### src/rtl/lbl_pkg.sv
package lbl_pkg;
   localparam int NUM_EV      = 5;
   localparam int NUM_HELD    = 4;
   localparam int NUM_FLAGS   = 6;

   localparam int EV_RESET    = 0;
   localparam int EV_INIT     = 1;
   localparam int EV_SMI      = 2;
   localparam int EV_NMI      = 3;
   localparam int EV_INTR     = 4;

   localparam int FL_BLK_INIT = 0;
   localparam int FL_BLK_SMI  = 1;
   localparam int FL_BLK_NMI  = 2;
   localparam int FL_IN_SMM   = 3;
   localparam int FL_IN_HLT   = 4;
   localparam int FL_IN_SHUT  = 5;
endpackage

### src/rtl/lbl_hold.sv
// Single-entry holding slots, one per latchable event kind.
module lbl_hold #(
   parameter int N = 4
) (
   input  logic         clk,
   input  logic         rst_n,
   input  logic [N-1:0] pulse,
   input  logic [N-1:0] take,
   input  logic         flush,
   output logic [N-1:0] req
);
   logic [N-1:0] held_q;

   for (genvar i = 0; i < N; i++) begin : g_slot
      always_ff @(posedge clk or negedge rst_n) begin
         if (!rst_n)          held_q[i] <= 1'b0;
         else if (flush)      held_q[i] <= 1'b0;
         else if (take[i])    held_q[i] <= held_q[i] & pulse[i];
         else                 held_q[i] <= held_q[i] | pulse[i];
      end
   end

   assign req = held_q | pulse;
endmodule

### src/rtl/lbl_arb.sv
// Fixed-priority pick: lowest index wins among unblocked requests.
module lbl_arb #(
   parameter int N = 5
) (
   input  logic [N-1:0] req,
   input  logic [N-1:0] block,
   input  logic         busy,
   output logic [N-1:0] grant
);
   logic found;

   always_comb begin
      grant = '0;
      found = 1'b0;
      for (int i = 0; i < N; i++) begin
         if (!found && !busy && req[i] && !block[i]) begin
            grant[i] = 1'b1;
            found    = 1'b1;
         end
      end
   end
endmodule

### src/rtl/lbl_flags.sv
module lbl_flags
   import lbl_pkg::*;
(
   input  logic                 clk,
   input  logic                 rst_n,
   input  logic                 rsm,
   input  logic                 rsm_halt,
   input  logic                 iret,
   input  logic                 hlt,
   input  logic                 triple,
   input  logic [NUM_EV-1:0]    grant,
   output logic [NUM_FLAGS-1:0] flags
);
   logic [NUM_FLAGS-1:0] flags_q, nxt;

   always_comb begin
      nxt = flags_q;
      // retired instructions first
      if (rsm) begin
         nxt[FL_BLK_SMI]  = 1'b0;
         nxt[FL_BLK_INIT] = 1'b0;
         nxt[FL_IN_SMM]   = 1'b0;
         if (rsm_halt) nxt[FL_IN_HLT] = 1'b1;
      end
      if (iret) begin
         nxt[FL_BLK_NMI]  = 1'b0;
         nxt[FL_BLK_INIT] = 1'b0;
      end
      if (hlt)    nxt[FL_IN_HLT]  = 1'b1;
      if (triple) nxt[FL_IN_SHUT] = 1'b1;
      // a delivery on the same edge takes precedence
      if (grant[EV_RESET]) begin
         nxt = '0;
      end else if (grant[EV_INIT]) begin
         nxt[FL_BLK_SMI]  = 1'b0;
         nxt[FL_BLK_NMI]  = 1'b0;
         nxt[FL_IN_SMM]   = 1'b0;
         nxt[FL_IN_HLT]   = 1'b0;
         nxt[FL_IN_SHUT]  = 1'b0;
      end else if (grant[EV_SMI]) begin
         nxt[FL_BLK_INIT] = 1'b1;
         nxt[FL_BLK_SMI]  = 1'b1;
         nxt[FL_BLK_NMI]  = 1'b1;
         nxt[FL_IN_SMM]   = 1'b1;
         nxt[FL_IN_HLT]   = 1'b0;
         nxt[FL_IN_SHUT]  = 1'b0;
      end else if (grant[EV_NMI]) begin
         nxt[FL_BLK_NMI]  = 1'b1;
         nxt[FL_IN_HLT]   = 1'b0;
         nxt[FL_IN_SHUT]  = 1'b0;
      end else if (grant[EV_INTR]) begin
         nxt[FL_IN_HLT]   = 1'b0;
      end
   end

   always_ff @(posedge clk or negedge rst_n) begin
      if (!rst_n) flags_q <= '0;
      else        flags_q <= nxt;
   end

   assign flags = flags_q;
endmodule

### src/rtl/intr_block_ctl.sv
module intr_block_ctl
   import lbl_pkg::*;
(
   input  logic                 clk,
   input  logic                 rst_n,
   input  logic                 reset_evt,
   input  logic                 init_evt,
   input  logic                 smi_evt,
   input  logic                 nmi_evt,
   input  logic                 intr_evt,
   input  logic                 intr_enable,
   input  logic                 rsm_done,
   input  logic                 iret_done,
   input  logic                 hlt_done,
   input  logic                 triple_fault,
   input  logic                 rsm_halt_resume,
   input  logic                 deliver_ack,
   output logic [NUM_FLAGS-1:0] state_flags,
   output logic [NUM_EV-1:0]    deliver
);
   if (EV_INTR != NUM_EV - 1 || NUM_HELD != EV_INTR) begin : g_bad_map
      $error("event index map inconsistent with slot count");
   end

   logic [NUM_HELD-1:0] held_pulse, held_req;
   logic [NUM_EV-1:0]   req, block, grant, deliver_q;
   logic                busy;

   assign held_pulse = {nmi_evt, smi_evt, init_evt, reset_evt};
   assign busy       = |deliver_q;

   lbl_hold #(.N(NUM_HELD)) u_hold (
      .clk   (clk),
      .rst_n (rst_n),
      .pulse (held_pulse),
      .take  (grant[NUM_HELD-1:0]),
      .flush (grant[EV_RESET]),
      .req   (held_req)
   );

   assign req = {intr_evt & intr_enable, held_req};

   always_comb begin
      block            = '0;
      block[EV_INIT]   = state_flags[FL_BLK_INIT];
      block[EV_SMI]    = state_flags[FL_BLK_SMI];
      block[EV_NMI]    = state_flags[FL_BLK_NMI];
   end

   lbl_arb #(.N(NUM_EV)) u_arb (
      .req   (req),
      .block (block),
      .busy  (busy),
      .grant (grant)
   );

   lbl_flags u_flags (
      .clk      (clk),
      .rst_n    (rst_n),
      .rsm      (rsm_done),
      .rsm_halt (rsm_halt_resume),
      .iret     (iret_done),
      .hlt      (hlt_done),
      .triple   (triple_fault),
      .grant    (grant),
      .flags    (state_flags)
   );

   always_ff @(posedge clk or negedge rst_n) begin
      if (!rst_n)              deliver_q <= '0;
      else if (busy)           deliver_q <= deliver_ack ? '0 : deliver_q;
      else                     deliver_q <= grant;
   end

   assign deliver = deliver_q;
endmodule

### config.mk
export PLATFORM = sky130hd
export DESIGN_NAME = intr_block_ctl
export DESIGN_NICKNAME = d
export VERILOG_FILES = /design/src/rtl/lbl_pkg.sv /design/src/rtl/lbl_hold.sv /design/src/rtl/lbl_arb.sv /design/src/rtl/lbl_flags.sv /design/src/rtl/intr_block_ctl.sv
export SDC_FILE = /design/constraint.sdc
export NUM_CORES = 1
export LEC_CHECK = 0
export BUFFER_PORTS_ARGS = -buffer_cell sky130_fd_sc_hd__buf_2
export CORE_ASPECT_RATIO = 1.2
export CORE_UTILIZATION = 25
export DETAILED_ROUTE_END_ITERATION = 8
export PLACE_DENSITY_LB_ADDON = 0.08
export SLEW_MARGIN = 10
export SYNTH_ARGS = -nofsm -noshare
export SYNTH_HDL_FRONTEND = slang
export SYNTH_SLANG_ARGS = --single-unit
### constraint.sdc
create_clock -name clk -period 2.1 [get_ports clk]
set_input_delay 0.105 -clock clk [delete_from_list [all_inputs] [get_ports clk]]
set_output_delay 0.105 -clock clk [all_outputs]
set_load 0.03 [all_outputs]
==> run_results.csv <==
group,metric,value,unit
timing,finalSetupViolations,0,
critical_path,crit_chain,"or4_4 > or2_1 > a211oi_1 > nor3_1",
critical_path,cp_num_cells,4,
clocking,htree_levels,1,
clocking,cts_buffers,3,
timing,rsz0062_at_grt,"false",
global_route,grt.overflow.total,0,
yosys,syn_area,666,um^2
placement,pre_cts_ws,0.368,ns
critical_path,critPathLaunchType,"flop",
critical_path,worstPathArrival,1.91,ns
power_and_ir_drop,powerDensity,1530,nW/um^2
critical_path,end_kind,"flop",
timing,drv_slew,0,
global_route,grt_pass1_wl,2.73,mm
clocking,insertion_delay,0.27,ns
drt,dr.pass1.iters,4,
drt,drc_errors,0,
yosys,syn_inst,66,
clocking,clkTransAtPathRegs,0.08,ns
timing,fin_setup_tns,0,ns
global_route,antenna_found_initial,0,
critical_path,cp_slowest_cell,"or4_4",
cells_and_area,syn_to_final_growth,30.6,%
floorplanning,initial_core_util,26.3,%
timing,fin_crit,1.75,ns
placement,io_buffers,24,
yosys,ys.warnings.count,0,
floorplanning,fp.dieH,58.5,um
yosys,synth_area_leader_cell,"dfrtp_1",
floorplanning,pin_count,25,
drt,first_iter_violations,11,
min_path,hold_depth,2,
global_route,grt_util_all_layers,13.0,%
drt,vias_per_cell,4.72,
placement,post-dp-hpwl,1.24,mm
power_and_ir_drop,totalPowerFinal,1330,uW
drt,via_count,604,
timing,worst_pin_slew,0.477,ns
yosys,syn-num-nets,80,
floorplanning,die-area,2870,um^2
critical_path,crit_family,"simple AND/OR/NAND/NOR gates",
timing,finClkSkew,0.00384,ns
floorplanning,core,2530,um^2
run_status,outcome,"finished, final reports clean",
yosys,synth.distinct_cells,24,
global_route,grt_max_degree,15,
clocking,postCtsSetupRepairBufs,0,
clocking,clk_path_buf_depth,2,
timing,hold_viol_final,0,
clocking,cts.sinks,14,
timing,hold_slack,0.0381,ns
drt,ant_nets,0,
drt,drt-total-wl,1.59,mm
clocking,root_buffer,"clkbuf_4",
drt,wire_per_inst,12.4,um
timing,finalCritPeriodShare,83.5,%
cells_and_area,mostFrequentLayoutCell,"buf_2",
cells_and_area,layout-drive-gt1-share,35.8,%
critical_path,critPathMaxStageDelay,0.55,ns
critical_path,required,2.25,ns
critical_path,cp.buffers_inverters,0,
floorplanning,die_x,49.1,um
power_and_ir_drop,peakVddDrop,482,uV
yosys,synthTopCellsByArea,"dfrtp_1 (53%), a21oi_1 (4.5%), nor2_1 (4.5%)",
placement,gp_congestion,0.717,
critical_path,reg2reg_depth,4,
clocking,cts_tree,"built",
cells_and_area,final_cell_mix,"buf_2 (24), dfrtp_1 (14), nor2_1 (8)",
job,maxCapViolCount,0,
global_route,grt_pass1_vias,597,
yosys,synth_top_area_share,52.6,%
power_and_ir_drop,leakagePower,0.000415,uW
cells_and_area,nNetsFinal,110,
timing,max_slew_margin,68.1,%
timing,fin_ws,0.346,ns
yosys,avgSynthCellArea,10.1,um^2
critical_path,crit_fanout,8,
floorplanning,row_count,20,
timing,fmax,570,MHz
yosys,ys_seq_area_share,52.6,%
yosys,synth-seq-cells,14,
critical_path,worst-setup-path-type,"reg -> reg",
min_path,hold_path.class,"in -> reg",
cells_and_area,antenna_cells,0,
## kinds of logic after synthesis
| logic type | Yosys count | share of synthesized area [%] |
|---|---|---|
| AND/OR/NAND/NOR | 20 | 16.0 |
| flip-flops | 14 | 52.6 |
| buffers and inverters | 8 | 6.20 |
| AO/OA/AOI/OAI | 24 | 25.2 |
## final timing paths
path / startpoint / to / slack [ns]
setup / recovery: deliver[0]$_DFFE_PN0P_ / u_hold.held_q[3]$_DFF_PN0_ / 0.35
setup reg to reg: deliver[0]$_DFFE_PN0P_ / u_hold.held_q[3]$_DFF_PN0_ / 0.35
min in group asynchronous: rst_n / u_flags.flags[0]$_DFF_PN0_ / 0.25
hold / removal: reset_evt / deliver[1]$_DFFE_PN0P_ / 0.04
hold reg to reg: u_hold.held_q[0]$_DFF_PN0_ / deliver[1]$_DFFE_PN0P_ / 0.48
max in group asynchronous: rst_n / u_flags.flags[2]$_DFFE_PN0P_ / 1.61
## report_power, final
| group | internal [uW] | switching [uW] | total (uW) |
|---|---|---|---|
| Clock | 105 | 82.7 | 188 |
| Sequential | 382 | 82.7 | 464 |
| Combinational | 240 | 437 | 677 |
| Total | 727 | 602 | 1330 |
## metrics by stage
stage | utilization [%] | cell area (um^2) | instances
after floorplan | - | 666 | 66
after global placement | 32.6 | 823 | 123
after detailed placement | 32.6 | 823 | 123
after CTS | 34.4 | 870 | 128
after global routing | 34.4 | 870 | 128
final | 34.4 | 870 | 128
## cells in the mapped netlist (all sizes together)
| cell | n |
|---|---|
| or4 | 1 |
| o21bai | 2 |
| nor2 | 8 |
| or3 | 1 |
| dfrtp | 14 |
| a21oi | 6 |
| a21o | 1 |
| nand4b | 1 |
| o22ai | 3 |
| nand2b | 3 |
| o41ai | 1 |
| a211oi | 2 |
| a22oi | 2 |
| o21ai | 5 |
| nor3 | 1 |
| o32ai | 1 |
| o2111ai | 1 |
| nand3 | 1 |
| or2 | 1 |
| buf | 2 |
| nor2b | 1 |
| inv | 6 |
| nand2 | 2 |
## layout make-up
type / instances / area (um^2)
Fill cell: 273 / 1660
Timing Repair Buffer: 27 / 145
Tap cell: 33 / 41.3
Sequential cell: 14 / 350
Clock buffer: 4 / 36.3
Inverter: 6 / 22.5
Multi-Input combinational cell: 44 / 274
## timing repair
| item | in CTS | in global routing |
|---|---|---|
| endpoints found under the hold margin | 14 | 0 |
| resized for setup | 0 | 0 |
| hold buffers | 1 | 0 |
## per-layer routing
metal / share of wire [%] / global-route usage [%] / up-vias / routed length [um]
li1: - / - / 297 / -
met1: 46 / 16.5 / 289 / 735
met2: 48 / 20.4 / 16 / 760
met3: 4.8 / 2.84 / 2 / 77
met4: 0.94 / 7.56 / 0 / 15
met5: 0 / 0 / - / 0
## flip-flops by register name, indices dropped and copies added, names as in the netlist
signal         count
u_hold.held_q      4
u_flags.flags      5
deliver            5
## worst reg2reg max path, stage by stage (launching register included)
cell and delay, ns:
dfrtp_1 0.40, or4_4 0.55, or2_1 0.34, a211oi_1 0.26, nor3_1 0.08
(Power assumes the default switching activity.)
